[src/rtl/adma_deint_pkg.sv]
package adma_deint_pkg;

    localparam int WORD_W    = 16;
    localparam int AREA_BASE = 'h2000;

    typedef enum logic [1:0] {
        MODE_AUTO = 2'b00,
        MODE_WR   = 2'b01,
        MODE_RD   = 2'b10,
        MODE_RSVD = 2'b11
    } mode_e;

    typedef struct packed {
        logic  pend;
        logic  stat;
        logic  irq;
        mode_e mode;
    } ctl_t;

    // Left region start for a core; each core owns four half-buffers
    function automatic int left_base(input int core, input int half);
        return AREA_BASE + core * 4 * half;
    endfunction

endpackage

[src/rtl/adma_deint_pacer.sv]
module adma_deint_pacer #(
    parameter int PACE_LEN = 512
) (
    input  logic clk,
    input  logic rst,
    input  logic clr,
    input  logic step,
    output logic trig
);
    localparam int CNT_W = $clog2(PACE_LEN);
    localparam logic [CNT_W-1:0] PT_A = CNT_W'(PACE_LEN / 4);
    localparam logic [CNT_W-1:0] PT_B = CNT_W'(3 * PACE_LEN / 4);

    logic [CNT_W-1:0] cnt;
    logic [CNT_W-1:0] nxt;

    assign nxt  = cnt + 1'b1;
    assign trig = step && (nxt == PT_A || nxt == PT_B);

    always_ff @(posedge clk) begin
        if (rst || clr) begin
            cnt <= '0;
        end else if (step) begin
            cnt <= nxt;
        end
    end
endmodule

[src/rtl/adma_deint_writer.sv]
module adma_deint_writer #(
    parameter int ADDR_W     = 20,
    parameter int WORD_W     = 16,
    parameter int HALF_WORDS = 256,
    parameter logic [ADDR_W-1:0] LEFT_BASE  = '0,
    parameter logic [ADDR_W-1:0] RIGHT_BASE = '0
) (
    input  logic                          clk,
    input  logic                          rst,
    input  logic                          go,
    input  logic [$clog2(2*HALF_WORDS)-1:0] offset,
    input  logic [WORD_W-1:0]             host_data,
    input  logic                          host_valid,
    output logic                          busy,
    output logic                          ram_we,
    output logic [ADDR_W-1:0]             ram_addr,
    output logic [WORD_W-1:0]             ram_wdata,
    output logic                          last
);
    localparam int CHUNK = 2 * HALF_WORDS;
    localparam int IDX_W = $clog2(CHUNK);
    localparam logic [IDX_W-1:0] IDX_LAST = IDX_W'(CHUNK - 1);

    logic [IDX_W-1:0] idx;
    logic             in_right;
    logic [IDX_W-2:0] pos;

    assign in_right  = idx[IDX_W-1];
    assign pos       = idx[IDX_W-2:0];
    assign ram_we    = busy && host_valid;
    assign ram_wdata = host_data;
    assign ram_addr  = (in_right ? RIGHT_BASE : LEFT_BASE)
                     + ADDR_W'(offset) + ADDR_W'(pos);
    assign last      = ram_we && (idx == IDX_LAST);

    always_ff @(posedge clk) begin
        if (rst) begin
            busy <= 1'b0;
            idx  <= '0;
        end else if (go) begin
            busy <= 1'b1;
            idx  <= '0;
        end else if (ram_we) begin
            if (idx == IDX_LAST) begin
                busy <= 1'b0;
                idx  <= '0;
            end else begin
                idx <= idx + 1'b1;
            end
        end
    end
endmodule

[src/rtl/adma_deint.sv]
module adma_deint
    import adma_deint_pkg::*;
#(
    parameter int ADDR_W     = 20,
    parameter int SIZE_W     = 20,
    parameter int HALF_WORDS = 256,
    parameter int PACE_LEN   = 512,
    parameter int CORE_IDX   = 0
) (
    input  logic              clk,
    input  logic              rst,
    input  logic              adma_en,
    input  logic              mode_wr,
    input  logic [1:0]        mode_wdata,
    input  logic              start,
    input  logic [SIZE_W-1:0] start_size,
    input  logic              sample_tick,
    input  logic [15:0]       host_data,
    input  logic              host_valid,
    output logic              host_ready,
    output logic              ram_we,
    output logic [ADDR_W-1:0] ram_addr,
    output logic [15:0]       ram_wdata,
    input  logic              irq_ack,
    output logic              dma_irq,
    output logic              stat_ready,
    output logic [1:0]        dma_mode
);
    localparam int CHUNK = 2 * HALF_WORDS;
    localparam int OFF_W = $clog2(CHUNK);
    localparam logic [ADDR_W-1:0] LB = ADDR_W'(left_base(CORE_IDX, HALF_WORDS));
    localparam logic [ADDR_W-1:0] RB = LB + ADDR_W'(2 * HALF_WORDS);
    localparam logic [SIZE_W:0]   CHUNK_V = (SIZE_W + 1)'(CHUNK);
    localparam logic [OFF_W-1:0]  HALF_V  = OFF_W'(HALF_WORDS);

    ctl_t             fl;
    logic [OFF_W-1:0] offset;
    logic [SIZE_W:0]  rem;       // two's complement remaining count

    logic active, start_ok, trig, busy, last, exhausted, req_ok, go;

    assign active    = adma_en && (fl.mode == MODE_AUTO);
    assign start_ok  = start && active && (|start_size);
    assign exhausted = rem[SIZE_W] || (rem == '0);
    assign req_ok    = trig && !fl.pend && !busy;
    assign go        = start_ok || (req_ok && !exhausted);

    adma_deint_pacer #(.PACE_LEN(PACE_LEN)) u_pacer (
        .clk  (clk),
        .rst  (rst),
        .clr  (start_ok),
        .step (sample_tick && active),
        .trig (trig)
    );

    adma_deint_writer #(
        .ADDR_W     (ADDR_W),
        .WORD_W     (WORD_W),
        .HALF_WORDS (HALF_WORDS),
        .LEFT_BASE  (LB),
        .RIGHT_BASE (RB)
    ) u_writer (
        .clk        (clk),
        .rst        (rst),
        .go         (go),
        .offset     (offset),
        .host_data  (host_data),
        .host_valid (host_valid),
        .busy       (busy),
        .ram_we     (ram_we),
        .ram_addr   (ram_addr),
        .ram_wdata  (ram_wdata),
        .last       (last)
    );

    always_ff @(posedge clk) begin
        if (rst) begin
            fl     <= '{pend: 1'b0, stat: 1'b0, irq: 1'b0, mode: MODE_AUTO};
            offset <= '0;
            rem    <= '0;
        end else begin
            if (start_ok) begin
                offset  <= '0;
                rem     <= {1'b0, start_size};
                fl.pend <= 1'b0;
                fl.irq  <= 1'b0;
            end else begin
                fl.irq <= (req_ok && exhausted) || (sample_tick && fl.pend);
                if (last) begin
                    offset <= offset ^ HALF_V;
                    rem    <= rem - CHUNK_V;
                    if (rem == CHUNK_V) begin
                        fl.pend <= 1'b1;
                        fl.stat <= 1'b0;
                    end
                end
                if (req_ok && exhausted) begin
                    fl.stat <= 1'b0;
                end
                if (sample_tick && fl.pend) begin
                    fl.pend <= 1'b0;
                end
            end
            if (mode_wr) begin
                fl.mode <= mode_e'(mode_wdata);
            end
            if (irq_ack) begin
                fl.mode <= MODE_AUTO;
                fl.stat <= 1'b1;
            end
        end
    end

    assign host_ready = busy;
    assign dma_irq    = fl.irq;
    assign stat_ready = fl.stat;
    assign dma_mode   = fl.mode;
endmodule

[config.mk]
export PLATFORM = sky130hd
export DESIGN_NAME = adma_deint
export DESIGN_NICKNAME = d
export VERILOG_FILES = /design/src/rtl/adma_deint_pkg.sv /design/src/rtl/adma_deint_pacer.sv /design/src/rtl/adma_deint_writer.sv /design/src/rtl/adma_deint.sv
export SDC_FILE = /design/constraint.sdc
export NUM_CORES = 1
export LEC_CHECK = 0
export BUFFER_PORTS_ARGS = -buffer_cell sky130_fd_sc_hd__buf_2
export CORE_MARGIN = 1.5
export CORE_UTILIZATION = 50
export CTS_CLUSTER_DIAMETER = 150
export DETAILED_ROUTE_END_ITERATION = 16
export PLACE_DENSITY_LB_ADDON = 0.25
export RECOVER_POWER = 50
export SLEW_MARGIN = 10
export SYNTH_ARGS = -nofsm -noshare
export SYNTH_HDL_FRONTEND = slang
export SYNTH_SLANG_ARGS = --single-unit
[constraint.sdc]
create_clock -name clk -period 2.67 [get_ports clk]
set_clock_uncertainty 0.1 [all_clocks]
set_input_delay 0.1335 -clock clk [delete_from_list [all_inputs] [get_ports clk]]
set_output_delay 0.1335 -clock clk [all_outputs]
set_load 0.02 [all_outputs]
==> metrics <==
post-route cell area=2780 µm²; Final WS setup=393 ps; HP Class=input port to flip-flop; RSZ-0062 raised after global routing=false; FMAX=roughly 440 MHz; wire per inst=12.6 µm; nature of the critical path endpoint=flip-flop; Die W=73.8 µm; post-layout minimum cycle time=between 2000 and 2500 ps; dpl ws=435 ps; largest net degree at the start of global routing=28; Syn Std Cell Area=2510 µm²; startpoint types=flip-flop; Starting DRT DRC Count=75; clk_lat worst skew=approximately 300 ps; initial antenna violation count=0; cts bufs inserted=5; Overflow after GRT=0; router iterations before antenna repair=4; Distinct cells, synth=48; most frequent cells in the layout=dfxtp_1 (45), nor2_1 (39), buf_2 (26), clkbuf_1 (19), nor3_1 (17); WS Path Type=flip-flop to flip-flop; port bufs=between 40 and 50; relative max-transition margin=between 60% and 70%; Rows=25; commonest non-fill, non-tap cell in the layout=dfxtp_1; Crit Path Max Fanout=5; max_cap viols=0; Post-Synthesis Cells=between 200 and 300; Final Slew Violations=0; # DRC=0; final worst-path cycle share=a little under nine tenths; vias per std cell=between 5 and 6; Leak Pwr=between 1 and 1.5 nW; status=finished, final reports clean; GRT Total Usage=roughly 20%; routed vias=between 1500 and 2000; GPL Wtd Cong=0.807; Root Driver=clkbuf_8; Final setup viols=0; DP HPWL=around 3400 µm; CTS sink cnt=45; Layout area overhead=11.0%; register area share after synthesis=35.9%; ys async rst share=0%; cell area power density=509 nW/µm²; Worst Max-Slew Pin Slew=approximately 570 ps; EDFF count, synth=0; first-pass GRT wire length=8340 µm; Post-Route WL=approximately 4800 µm; crit path DAT=about 2400 ps; core area=roughly 4800 µm²; share of cells above drive strength 1=between 15 and 20%; FF-to-FF setup slack=390 ps; VDD IR max=0.404 mV; remaining antenna violation count after routing=0; vias in the first global route=between 1500 and 2000; TritonCTS clock tree=done; main flop type after synthesis=dfxtp_1; final hold vios=0; Layout Nets=362; Req. time, crit path=roughly 2800 ps; clock slew at the register clock pins of the worst setup and hold paths=~90 ps; setup_tns=0 ps; Warnings, synthesis=0; syn_area_per_cell=about 9 µm²; Filler cells=455; ANT cells=0; Post-CTS Setup Inserts=0; Max Buffers Root-to-Sink=2; Pwr Total=0.00142 W; die height=between 70 and 80 µm; Ports=88; placed inst area=roughly 2600 µm²; CTS HTree Levels=2; flops & latches, synth=45; Initial Util=between 50 and 60%; die footprint=5450 µm²
## per-stage QoR
step | std cells | utilization [%] | hold WS (ps)
floorplan | 286 | - | 113
global placement | 360 | 54.0 | 167
detailed placement | 360 | 54.0 | 167
CTS | 379 | 58.7 | 16.0
global route | 379 | 58.1 | 43.1
finish | 379 | 58.1 | 27.5
## what timing repair did
item / 4_1_cts / 5_1_grt
gates resized for setup: 0 / 0
hold endpoints to repair: 13 / 0
hold buffers: 11 / 0
## routing by layer
| layer | GRT usage [%] | wire (µm) |
|---|---|---|
| met4 | 6.58 | 45 |
| met3 | 4.94 | 251 |
| met2 | 31.4 | 2200 |
| met1 | 25.7 | 2290 |
| met5 | 0 | 0 |
## Yosys cell counts, types with 2 or more instances
| cell type | n | area [µm²] |
|---|---|---|
| a211oi_1 | 8 | 60.1 |
| a211oi_2 | 2 | 25.0 |
| and3_1 | 5 | 31.3 |
| buf_4 | 29 | 218 |
| buf_6 | 3 | 33.8 |
| clkbuf_1 | 5 | 18.8 |
| conb_1 | 2 | 7.51 |
| dfxtp_1 | 45 | 901 |
| ha_1 | 5 | 62.6 |
| inv_1 | 3 | 11.3 |
| mux2i_1 | 14 | 140 |
| nand2_1 | 13 | 48.8 |
| nand2b_1 | 3 | 18.8 |
| nand2b_2 | 2 | 17.5 |
| nand3_1 | 8 | 40.0 |
| nand4_1 | 4 | 25.0 |
| nand4bb_1 | 2 | 22.5 |
| nor2_1 | 39 | 146 |
| nor3_1 | 17 | 85.1 |
| nor3b_1 | 2 | 15.0 |
| nor4_1 | 10 | 62.6 |
| or3_1 | 3 | 18.8 |
| or4_4 | 2 | 22.5 |
| xnor2_1 | 15 | 131 |
| xor2_1 | 14 | 123 |
## critical path: stages, from the launching register on
cell and delay [ps]:
dfxtp_1 390, ha_1 200, nand3_1 90, nor2_1 130, ha_1 200, and3_1 280, nand2_1 110, or3_1 330
xor2_1 150, a211oi_1 220
## where the power goes
part	total, W	internal [W]	leakage [nW]	switching, W
clock	0.000515	0.000280	0.0543	0.000235
combinational	0.000182	0.0000834	0.668	0.0000990
sequential	0.000719	0.000695	0.366	0.0000241
total	0.00142	0.00106	1.09	0.000358
## sequential cells by signal (all words and copies together), names as in the netlist
| register | count |
|---|---|
| fl | 1 |
| stat_ready | 1 |
| rem | 21 |
| u_writer.idx | 9 |
| u_writer.busy | 1 |
| dma_irq | 1 |
| u_pacer.cnt | 8 |
| dma_mode | 2 |
| offset | 1 |
## path summary, 6_finish.rpt
path,depth (start not counted),start,to
worst max-delay path,9,u_writer.idx[0],rem[14]
worst min-delay path,3,mode_wdata[0],dma_mode[0]
worst min register to register,2,rem[2],rem[2]
worst max register to register,9,u_writer.idx[0],rem[14]
## cells by family (layout without fill, tap and decap cells)
group	after synthesis	after routing	share of synthesized area, %
other	2	10	0.300
buffers and inverters	43	69	11.9
adders and majority gates	5	5	2.50
muxes	15	15	6.04
AOI/OAI and AO/OA	18	18	6.59
xor gates and xnor gates	29	29	10.1
and+or+nand+nor	121	121	26.6
DFF	45	45	35.9
## cell type report
type                            count  area (µm²)  share of cell area (%)
Multi-Input combinational cell    198        1340                    48.0
Sequential cell                    45         901                    32.4
Timing Repair Buffer               57         332                    11.9
Tap cell                           67        83.8                    3.01
Clock buffer                        5        68.8                    2.47
Clock inverter                      3        46.3                    1.66
Inverter                            4        15.0                   0.540
No activity file was read; power rests on OpenSTA's default activity.
